==> src/rtl/irq_rot_pkg.sv <==
package irq_rot_pkg;
    typedef enum logic [0:0] {
        ST_IDLE = 1'b0,
        ST_HOLD = 1'b1
    } ack_state_e;
endpackage

==> src/rtl/irq_req_latch.sv <==
module irq_req_latch #(
    parameter int NUM_LVL = 8
) (
    input  logic               clk,
    input  logic               rst_n,
    input  logic [NUM_LVL-1:0] irq_in,
    input  logic               level_mode,
    input  logic [NUM_LVL-1:0] clr_vec,
    output logic [NUM_LVL-1:0] irr_q
);
    logic [NUM_LVL-1:0] prev_q;

    always_ff @(posedge clk) begin
        if (!rst_n) begin
            prev_q <= '0;
            irr_q  <= '0;
        end else begin
            prev_q <= irq_in;
            if (level_mode)
                irr_q <= irq_in & ~clr_vec;
            else
                irr_q <= (irr_q | (irq_in & ~prev_q)) & ~clr_vec;
        end
    end
endmodule

==> src/rtl/irq_prio_resolver.sv <==
module irq_prio_resolver #(
    parameter int NUM_LVL = 8,
    parameter int LW      = $clog2(NUM_LVL)
) (
    input  logic [NUM_LVL-1:0] irr,
    input  logic [NUM_LVL-1:0] mask,
    input  logic [NUM_LVL-1:0] isr,
    input  logic [LW-1:0]      lowest,
    output logic               win_vld,
    output logic [LW-1:0]      win_lvl,
    output logic               top_vld,
    output logic [LW-1:0]      top_lvl
);
    function automatic logic [LW-1:0] rank_to_lvl(input logic [LW-1:0] low, input int rank);
        int idx;
        idx = (int'(low) + 1 + rank) % NUM_LVL;
        return LW'(idx);
    endfunction

    always_comb begin
        logic [LW-1:0] lvl;
        win_vld = 1'b0;
        win_lvl = '0;
        top_vld = 1'b0;
        top_lvl = '0;
        for (int r = 0; r < NUM_LVL; r++) begin
            lvl = rank_to_lvl(lowest, r);
            if (!win_vld && !top_vld && irr[lvl] && !mask[lvl] && !isr[lvl]) begin
                win_vld = 1'b1;
                win_lvl = lvl;
            end
            if (!top_vld && isr[lvl]) begin
                top_vld = 1'b1;
                top_lvl = lvl;
            end
        end
    end
endmodule

==> src/rtl/irq_rotator.sv <==
module irq_rotator
    import irq_rot_pkg::*;
#(
    parameter int NUM_LVL = 8,
    localparam int LW     = $clog2(NUM_LVL)
) (
    input  logic               clk,
    input  logic               rst_n,
    input  logic [NUM_LVL-1:0] irq_in,
    input  logic               cfg_level_mode,
    input  logic               cfg_auto_eoi,
    input  logic               cfg_auto_rot,
    input  logic               mask_wr,
    input  logic [NUM_LVL-1:0] mask_data,
    input  logic               eoi_any,
    input  logic               eoi_spec,
    input  logic [LW-1:0]      eoi_lvl,
    input  logic               prio_set,
    input  logic [LW-1:0]      prio_lvl,
    input  logic               inta,
    output logic               irq_out,
    output logic               vec_valid,
    output logic [LW-1:0]      vec_lvl
);
    localparam logic [LW-1:0] SPUR_LVL = LW'(NUM_LVL - 1);

    ack_state_e         state_q, state_d;
    logic [NUM_LVL-1:0] irr_q, mask_q, isr_q, isr_d, clr_vec;
    logic [LW-1:0]      lowest_q, lowest_d, hold_lvl_q;
    logic               hold_spur_q;
    logic               win_vld, top_vld;
    logic [LW-1:0]      win_lvl, top_lvl;
    logic               ack_first, ack_second;

    assign ack_first  = inta && (state_q == ST_IDLE);
    assign ack_second = inta && (state_q == ST_HOLD);

    irq_req_latch #(.NUM_LVL(NUM_LVL)) u_latch (
        .clk        (clk),
        .rst_n      (rst_n),
        .irq_in     (irq_in),
        .level_mode (cfg_level_mode),
        .clr_vec    (clr_vec),
        .irr_q      (irr_q)
    );

    irq_prio_resolver #(.NUM_LVL(NUM_LVL), .LW(LW)) u_resolve (
        .irr     (irr_q),
        .mask    (mask_q),
        .isr     (isr_q),
        .lowest  (lowest_q),
        .win_vld (win_vld),
        .win_lvl (win_lvl),
        .top_vld (top_vld),
        .top_lvl (top_lvl)
    );

    // State register
    always_ff @(posedge clk) begin
        if (!rst_n) state_q <= ST_IDLE;
        else        state_q <= state_d;
    end

    // Transitions ACK1 and ACK2
    always_comb begin
        state_d = state_q;
        unique case (state_q)
            ST_IDLE: if (inta) state_d = ST_HOLD;
            ST_HOLD: if (inta) state_d = ST_IDLE;
            default: state_d = ST_IDLE;
        endcase
    end

    // Outputs
    always_comb begin
        irq_out = (state_q == ST_IDLE) && win_vld;
    end

    // Service and pointer updates
    always_comb begin
        isr_d    = isr_q;
        lowest_d = lowest_q;
        clr_vec  = '0;
        if (ack_first && win_vld) begin
            isr_d[win_lvl]   = 1'b1;
            clr_vec[win_lvl] = 1'b1;
        end
        if (ack_second && cfg_auto_eoi && !hold_spur_q) begin
            isr_d[hold_lvl_q] = 1'b0;
            if (cfg_auto_rot) lowest_d = hold_lvl_q;
        end
        if (eoi_any && top_vld) begin
            isr_d[top_lvl] = 1'b0;
            if (cfg_auto_rot) lowest_d = top_lvl;
        end
        if (eoi_spec) begin
            isr_d[eoi_lvl] = 1'b0;
            if (cfg_auto_rot) lowest_d = eoi_lvl;
        end
        if (prio_set) lowest_d = prio_lvl;
    end

    always_ff @(posedge clk) begin
        if (!rst_n) begin
            mask_q      <= '0;
            isr_q       <= '0;
            lowest_q    <= SPUR_LVL;
            hold_lvl_q  <= '0;
            hold_spur_q <= 1'b0;
            vec_valid   <= 1'b0;
            vec_lvl     <= '0;
        end else begin
            isr_q     <= isr_d;
            lowest_q  <= lowest_d;
            vec_valid <= ack_second;
            if (mask_wr) mask_q <= mask_data;
            if (ack_first) begin
                hold_lvl_q  <= win_lvl;
                hold_spur_q <= !win_vld;
            end
            if (ack_second) vec_lvl <= hold_spur_q ? SPUR_LVL : hold_lvl_q;
        end
    end
endmodule

==> config.mk <==
export PLATFORM = sky130hd
export DESIGN_NAME = irq_rotator
export DESIGN_NICKNAME = d
export VERILOG_FILES = /design/src/rtl/irq_rot_pkg.sv /design/src/rtl/irq_req_latch.sv /design/src/rtl/irq_prio_resolver.sv /design/src/rtl/irq_rotator.sv
export SDC_FILE = /design/constraint.sdc
export NUM_CORES = 1
export LEC_CHECK = 0
export BUFFER_PORTS_ARGS = -buffer_cell sky130_fd_sc_hd__buf_2
export CORE_AREA = 5 5 102 104
export CTS_BUF_LIST = sky130_fd_sc_hd__clkbuf_4 sky130_fd_sc_hd__clkbuf_8 sky130_fd_sc_hd__clkbuf_16
export CTS_CLUSTER_SIZE = 10
export DETAILED_ROUTE_END_ITERATION = 6
export DIE_AREA = 0 0 107 109
export GPL_ROUTABILITY_DRIVEN = 0
export PLACE_DENSITY = 0.61
export SLEW_MARGIN = 5
export SYNTH_ARGS = -nofsm -noshare
export SYNTH_HDL_FRONTEND = slang
export SYNTH_HIERARCHICAL = 1
export SYNTH_SLANG_ARGS = --single-unit
==> constraint.sdc <==
create_clock -name clk -period 4.4 [get_ports clk]
set_input_delay 0.22 -clock clk [delete_from_list [all_inputs] [get_ports clk]]
set_output_delay 0.22 -clock clk [all_outputs]
set_load 0.005 [all_outputs]
==> results.toml, run 1 <==
[status]
status = "finished clean"

[logic_synthesis]
yosys_register_bits = 44
syn_area_um2 = 3621
synth_edf_count = 0
synth_nets = 443
synthCells = 407
ys_top_cells_by_count = "dfxtp_1, nor2_1, nand2_1, nor2b_1, mux2i_1"
synth_cell_types = 71
yosys.area.top_type = "dfxtp_1"
async_flop_share = 0
synth_flop_cell = "dfxtp_1"
yosys_warnings = 6
synth.most_common_cell = "dfxtp_1"
synth_seq_area_share = 0.2433
synthTopCellsByArea = "dfxtp_1, mux2i_1, mux4_1, nor2b_1, mux4_2"
syn_area_per_cell_um2 = 8.897
yosysTopAreaCellShare = 0.2433

[global_route]
antenna_found_initial = 0
grtUsageTotal = 0.1648
gr-total-overflow = 0
grt_start_max_net_pins = 45
grt_pass1_vias = 3115
grt_first_pass_wirelength_mm = 15.46

[final_layout]
final_util = 0.4323
diodes = 0
final_net_count = 486
nFillCells = 961
stdcell_area_um2 = 4089
layout-drive-gt1-share = 0.2622
syn2layout_area_growth_pct = 12.92
fin_cells = 564

[min_path]
hold_class = "in2reg"

[worst_setup_path]
end_kind = "flop"
crit_path_frequent_cell = "nor2_1"
required_ns = 4.58
crit_chain = "inv_6 > ha_1 > buf_4 > inv_1 > mux2i_1 > mux4_1 > o21ai_0 > a221o_1 > o31ai_1 > nor2_1 > o211ai_1 > nand3b_1 > nor2_1 > nor2_1 > a2111oi_0"
critPathBufInv = 3
start_kind = "flop"
worstPathMaxFanout = 8
critPathTopFamily = "compound AO/OA/AOI/OAI gates"
r2r_slack_ns = 0.20
cpPeakStageDelay_ns = 0.41
cp_slowest_cell = "dfxtp_1"
cp.arrival_ns = 4.38
critical_path_class = "reg2reg"

[sta]
post-route-period-util = 0.9551
fin_skew_ns = 0.006417
rsz0062_at_grt = "yes"
whs_ns = 0.1415
timing.slew.headroom = 0.5964
finalWorstPathRequiredPeriod_ns = 4.202
hold_viol = 0
worstMarginPinSlew_ns = 0.6048
setup_viol = 0
max_freq_mhz = 238.0
slew_violations = 0

[floorplan]
rows = 36
die_area_um2 = 11660
dieWidth_um = 107
core_area_um2 = 9459
start_util = 0.3828
ios = 37
die_y_um = 109

[drt]
dr.pass1.iters = 5
via_per_inst = 5.787
vias = 3264
drt-initial-drc-count = 217
wl_mm = 9.394
wl_per_cell_um = 16.66
drc = 0
antenna_left = 0

[placement]
dpl.hpwl_mm = 7.397
place_inst = 556
place_area_um2 = 3970
numPortBuffers = 36

[power]
power_uw = 2087
pwr_density_cell_nw_per_um2 = 510.4
vdd_ir_drop_max_mv = 0.2368
p_leak_uw = 0.001695

[clocking]
cts-buffers-inserted = 5
worstSkewPairLatency_ns = 0.29
cts_max_level = 2
cts_tree = "yes"
root_buffer = "clkbuf_8"
clkSinkCount = 44
cts_buffer_depth = 2
clkTransAtPathRegs_ns = 0.08

[job]
max_cap_viol_count = 0
[cell families (layout without fill, tap and decap cells)]
kind of cell,Yosys count,in the layout,synth area share
AOI/OAI and AO/OA,84,84,0.1686
muxes,49,49,0.2032
and+or+nand+nor,193,193,0.3089
DFF,44,44,0.2433
xor gates and xnor gates,5,5,0.02039
adders and majority gates,4,4,0.01382
buffers and inverters,28,71,0.04181
[sequential cells by signal, summed over array words and instances, names as in the netlist, 3 cells and up]
register	flops
u_latch/irr_q	8
isr_q	8
mask_q	8
u_latch/prev_q	8
vec_lvl	3
lowest_q	3
hold_lvl_q	3
[cell usage in the layout (no fill, tap or decap), types with 4 or more instances in the layout]
| cell | count |
|---|---|
| nand3_1 | 13 |
| nor2b_1 | 29 |
| clkbuf_8 | 5 |
| ha_1 | 4 |
| nand4_1 | 4 |
| mux4_2 | 8 |
| a21oi_1 | 18 |
| mux4_1 | 8 |
| nor3b_2 | 8 |
| o21ai_0 | 15 |
| mux2i_1 | 26 |
| buf_4 | 20 |
| nand2b_2 | 6 |
| nor2_1 | 41 |
| inv_1 | 7 |
| nand2_1 | 32 |
| o31ai_1 | 4 |
| mux2_2 | 4 |
| nor3_1 | 14 |
| a311oi_1 | 5 |
| a31oi_1 | 6 |
| buf_2 | 36 |
| nand2b_1 | 7 |
| and2_1 | 9 |
| dfxtp_1 | 44 |
[worst register-to-register path: cells and delay by family, from the launching register on]
kind                       cells  cell delay, ns
buffers and inverters          3            0.55
DFF                            1            0.41
AOI/OAI and AO/OA              5            1.59
adders and majority gates      1            0.40
muxes                          2            0.61
and+or+nand+nor                4            0.54
[final timing paths]
kind	to	start	cells past startpoint
setup / recovery	isr_q[2]	lowest_q[0]	15
hold / removal	lowest_q[2]	prio_lvl[2]	3
setup reg to reg	isr_q[2]	lowest_q[0]	15
hold reg to reg	mask_q[3]	mask_q[3]	2
[metal layers]
layer / share of wire / wire length, µm / global-route usage / vias to the layer above
met3: 0.048 / 449 / 0.01776 / 14
met2: 0.48 / 4517 / 0.2855 / 93
met4: 0.016 / 146 / 0.03927 / 0
li1: - / - / - / 1609
met1: 0.46 / 4280 / 0.2214 / 1548
met5: 0 / 0 / 0 / -
[what timing repair did]
item,4_1_cts,5_1_grt
hold buffers,0,0
endpoints found under the setup margin,0,11
setup buffers,0,1
gates resized for setup,0,6
[layout make-up]
type                            instances  area [µm²]  area share
Sequential cell                        44       880.8      0.2154
Multi-Input combinational cell        335        2619      0.6405
Clock inverter                          2       12.51    0.003060
Clock buffer                            5       68.82     0.01683
Tap cell                              114       142.6     0.03488
Timing Repair Buffer                   56       330.3     0.08078
Inverter                                8       35.03    0.008568
[report_power, final]
group	switching, µW	internal, µW	leakage (µW)
combinational	759	569	0.00129
clock	138	108	0.0000400
sequential	62.4	451	0.000363
total	959	1130	0.00170
[metrics by stage]
| stage | setup WS, ns | TNS [ns] |
|---|---|---|
| after global placement | 0.3044 | 0 |
| after floorplan | 0.2072 | 0 |
| after detailed placement | 0.1351 | 0 |
| after CTS | 0.1082 | 0 |
| after global routing | -0.07276 | -0.07276 |
| final | 0.1975 | 0 |
(Power assumes the default switching activity.)
==> run 2, diff against run 1 <==
- RECOVER_POWER: default -> 100
==> run 2 against run 1 <==
Sequential share of layout area barely moved. Combinational power barely moved. Largest cell class unchanged. First-iteration DRC count fell by 8.3%. Worst setup slack improved by 0.011 ns. Register-to-register slack barely moved. Final cell count did not move. Flip-flop and latch count did not move. Die area did not move. Critical endpoint unchanged. Total power rose by 0.15%.
==> results.toml, run 2 (synthesis results as in run 1) <==
[clocking]
cts_tree = "yes"
clkSinkCount = 44
root_buffer = "clkbuf_8"
cts_buffer_depth = 2
worstSkewPairLatency_ns = 0.29
cts_max_level = 2
cts-buffers-inserted = 5
clkTransAtPathRegs_ns = 0.08
ctsHoldBuffers = 0

[power]
vdd_ir_drop_max_mv = 0.2405
pwr_density_cell_nw_per_um2 = 511.3
p_leak_uw = 0.001687
power_uw = 2090

[final_layout]
diodes = 0
final_cell_mix = "dfxtp_1, nor2_1, buf_2"
nFillCells = 962
fin_cells = 564
syn2layout_area_growth_pct = 12.89
final_common_cell = "dfxtp_1"
layout-drive-gt1-share = 0.2600
multi_input_area_um2 = 2619
final_net_count = 486
regArea_um2 = 880.8

[worst_setup_path]
rr_worst_depth = 15
start_kind = "flop"
required_ns = 4.58
cpPeakStageDelay_ns = 0.41
worstPathMaxFanout = 8
critPathLaunch = "lowest_q[0]"
r2r-end = "isr_q[2]"
cp.arrival_ns = 4.37
critical_path_class = "reg2reg"
end_kind = "flop"
r2r_slack_ns = 0.21
crit_chain = "inv_6 > ha_1 > buf_4 > inv_1 > mux2i_1 > mux4_1 > o21ai_0 > a221o_1 > o31ai_1 > nor2_1 > o211ai_1 > nand3b_1 > nor2_1 > nor2_1 > a2111oi_0"
crit_path_frequent_cell = "nor2_1"
cp_slowest_cell = "dfxtp_1"
r2r_start = "lowest_q[0]"
crit_end = "isr_q[2]"

[sta]
setup_viol = 0
hold_viol = 0
finalWorstPathRequiredPeriod_ns = 4.191
worstMarginPinSlew_ns = 0.6040
timing.slew.headroom = 0.5955
slew_violations = 0
rsz0062_at_grt = "yes"
post-route-period-util = 0.9526
max_freq_mhz = 238.6
fin_skew_ns = 0.006671
worst_slack_ns = 0.2087

[floorplan]
start_util = 0.3828
core_area_um2 = 9459
rows = 36
ios = 37
dieWidth_um = 107
die_y_um = 109
die_area_um2 = 11660

[global_route]
grt_first_pass_wirelength_mm = 15.46
antenna_found_initial = 0
grt_pass1_vias = 3115
gr-total-overflow = 0
grt_start_max_net_pins = 45
grtUsageTotal = 0.1648

[drt]
vias = 3266
drc = 0
antenna_left = 0
wl_per_cell_um = 16.69
wl_mm = 9.412
drt-initial-drc-count = 199
via_per_inst = 5.791
dr.pass1.iters = 6

[placement]
numPortBuffers = 36
dpl.hpwl_mm = 7.397
dp_worst_setup_slack_ns = 0.1351
place_inst = 556

[min_path]
hp-start = "prio_lvl[2]"
hold_class = "in2reg"

[status]
status = "finished clean"

[job]
max_cap_viol_count = 0
[run 2: cell count changes in the layout (fill, tap and decap cells not counted)]
cell      change
and2_1        -5
clkbuf_1      +1
buf_2         -1
and2_0        +5
[run 2: critical path, delay by kind of cell (launching register included)]
| family | cells | cell delay [ns] |
|---|---|---|
| compound gates | 5 | 1.57 |
| mux | 2 | 0.61 |
| buf+inv | 3 | 0.55 |
| simple gates | 4 | 0.54 |
| flops | 1 | 0.41 |
| fa+ha+maj | 1 | 0.40 |
[run 2: routing by layer]
metal | GRT usage | routed length [µm] | vias up
met2 | 0.2855 | 4525 | 85
li1 | - | - | 1613
met1 | 0.2214 | 4347 | 1552
met5 | 0 | 0 | -
met4 | 0.03927 | 148 | 0
met3 | 0.01776 | 392 | 16
[run 2: area by class of cell]
cell class | instances | share of cell area
well taps | 114 | 0.03489
multi-input cells | 335 | 0.6406
clock buffers | 5 | 0.01684
repair buffers | 56 | 0.08050
inverters | 8 | 0.008571
flip-flops and latches | 44 | 0.2155
clock inverters | 2 | 0.003061
[run 2: power by group]
group	internal [µW]	switching, µW
sequential	451	62.5
combinational	569	762
clock	108	138
[run 2: through the flow]
stage	utilization	hold WS, ns	cell area [µm²]	setup TNS, ns
after floorplan	-	0.3252	3621	0
after CTS	0.4283	0.1373	4051	0
after detailed placement	0.4197	0.4469	3970	0
after global placement	0.4197	0.4370	3970	0
final	0.4321	0.1413	4088	0
after global routing	0.4321	0.1406	4088	-0.07276
[run 2: worst min path at each step]
stage / to / slack, ns / cells after the start
after floorplan: lowest_q[0] / 0.33 / 1
after global placement: lowest_q[2] / 0.44 / 3
after detailed placement: lowest_q[2] / 0.45 / 3
after CTS: lowest_q[2] / 0.14 / 3
after global routing: lowest_q[2] / 0.14 / 3
final: lowest_q[2] / 0.14 / 3
[run 2: what timing repair did]
| item | CTS | global route |
|---|---|---|
| gates resized for setup | 0 | 6 |
| setup buffers | 0 | 1 |
| endpoints found under the setup margin | 0 | 11 |
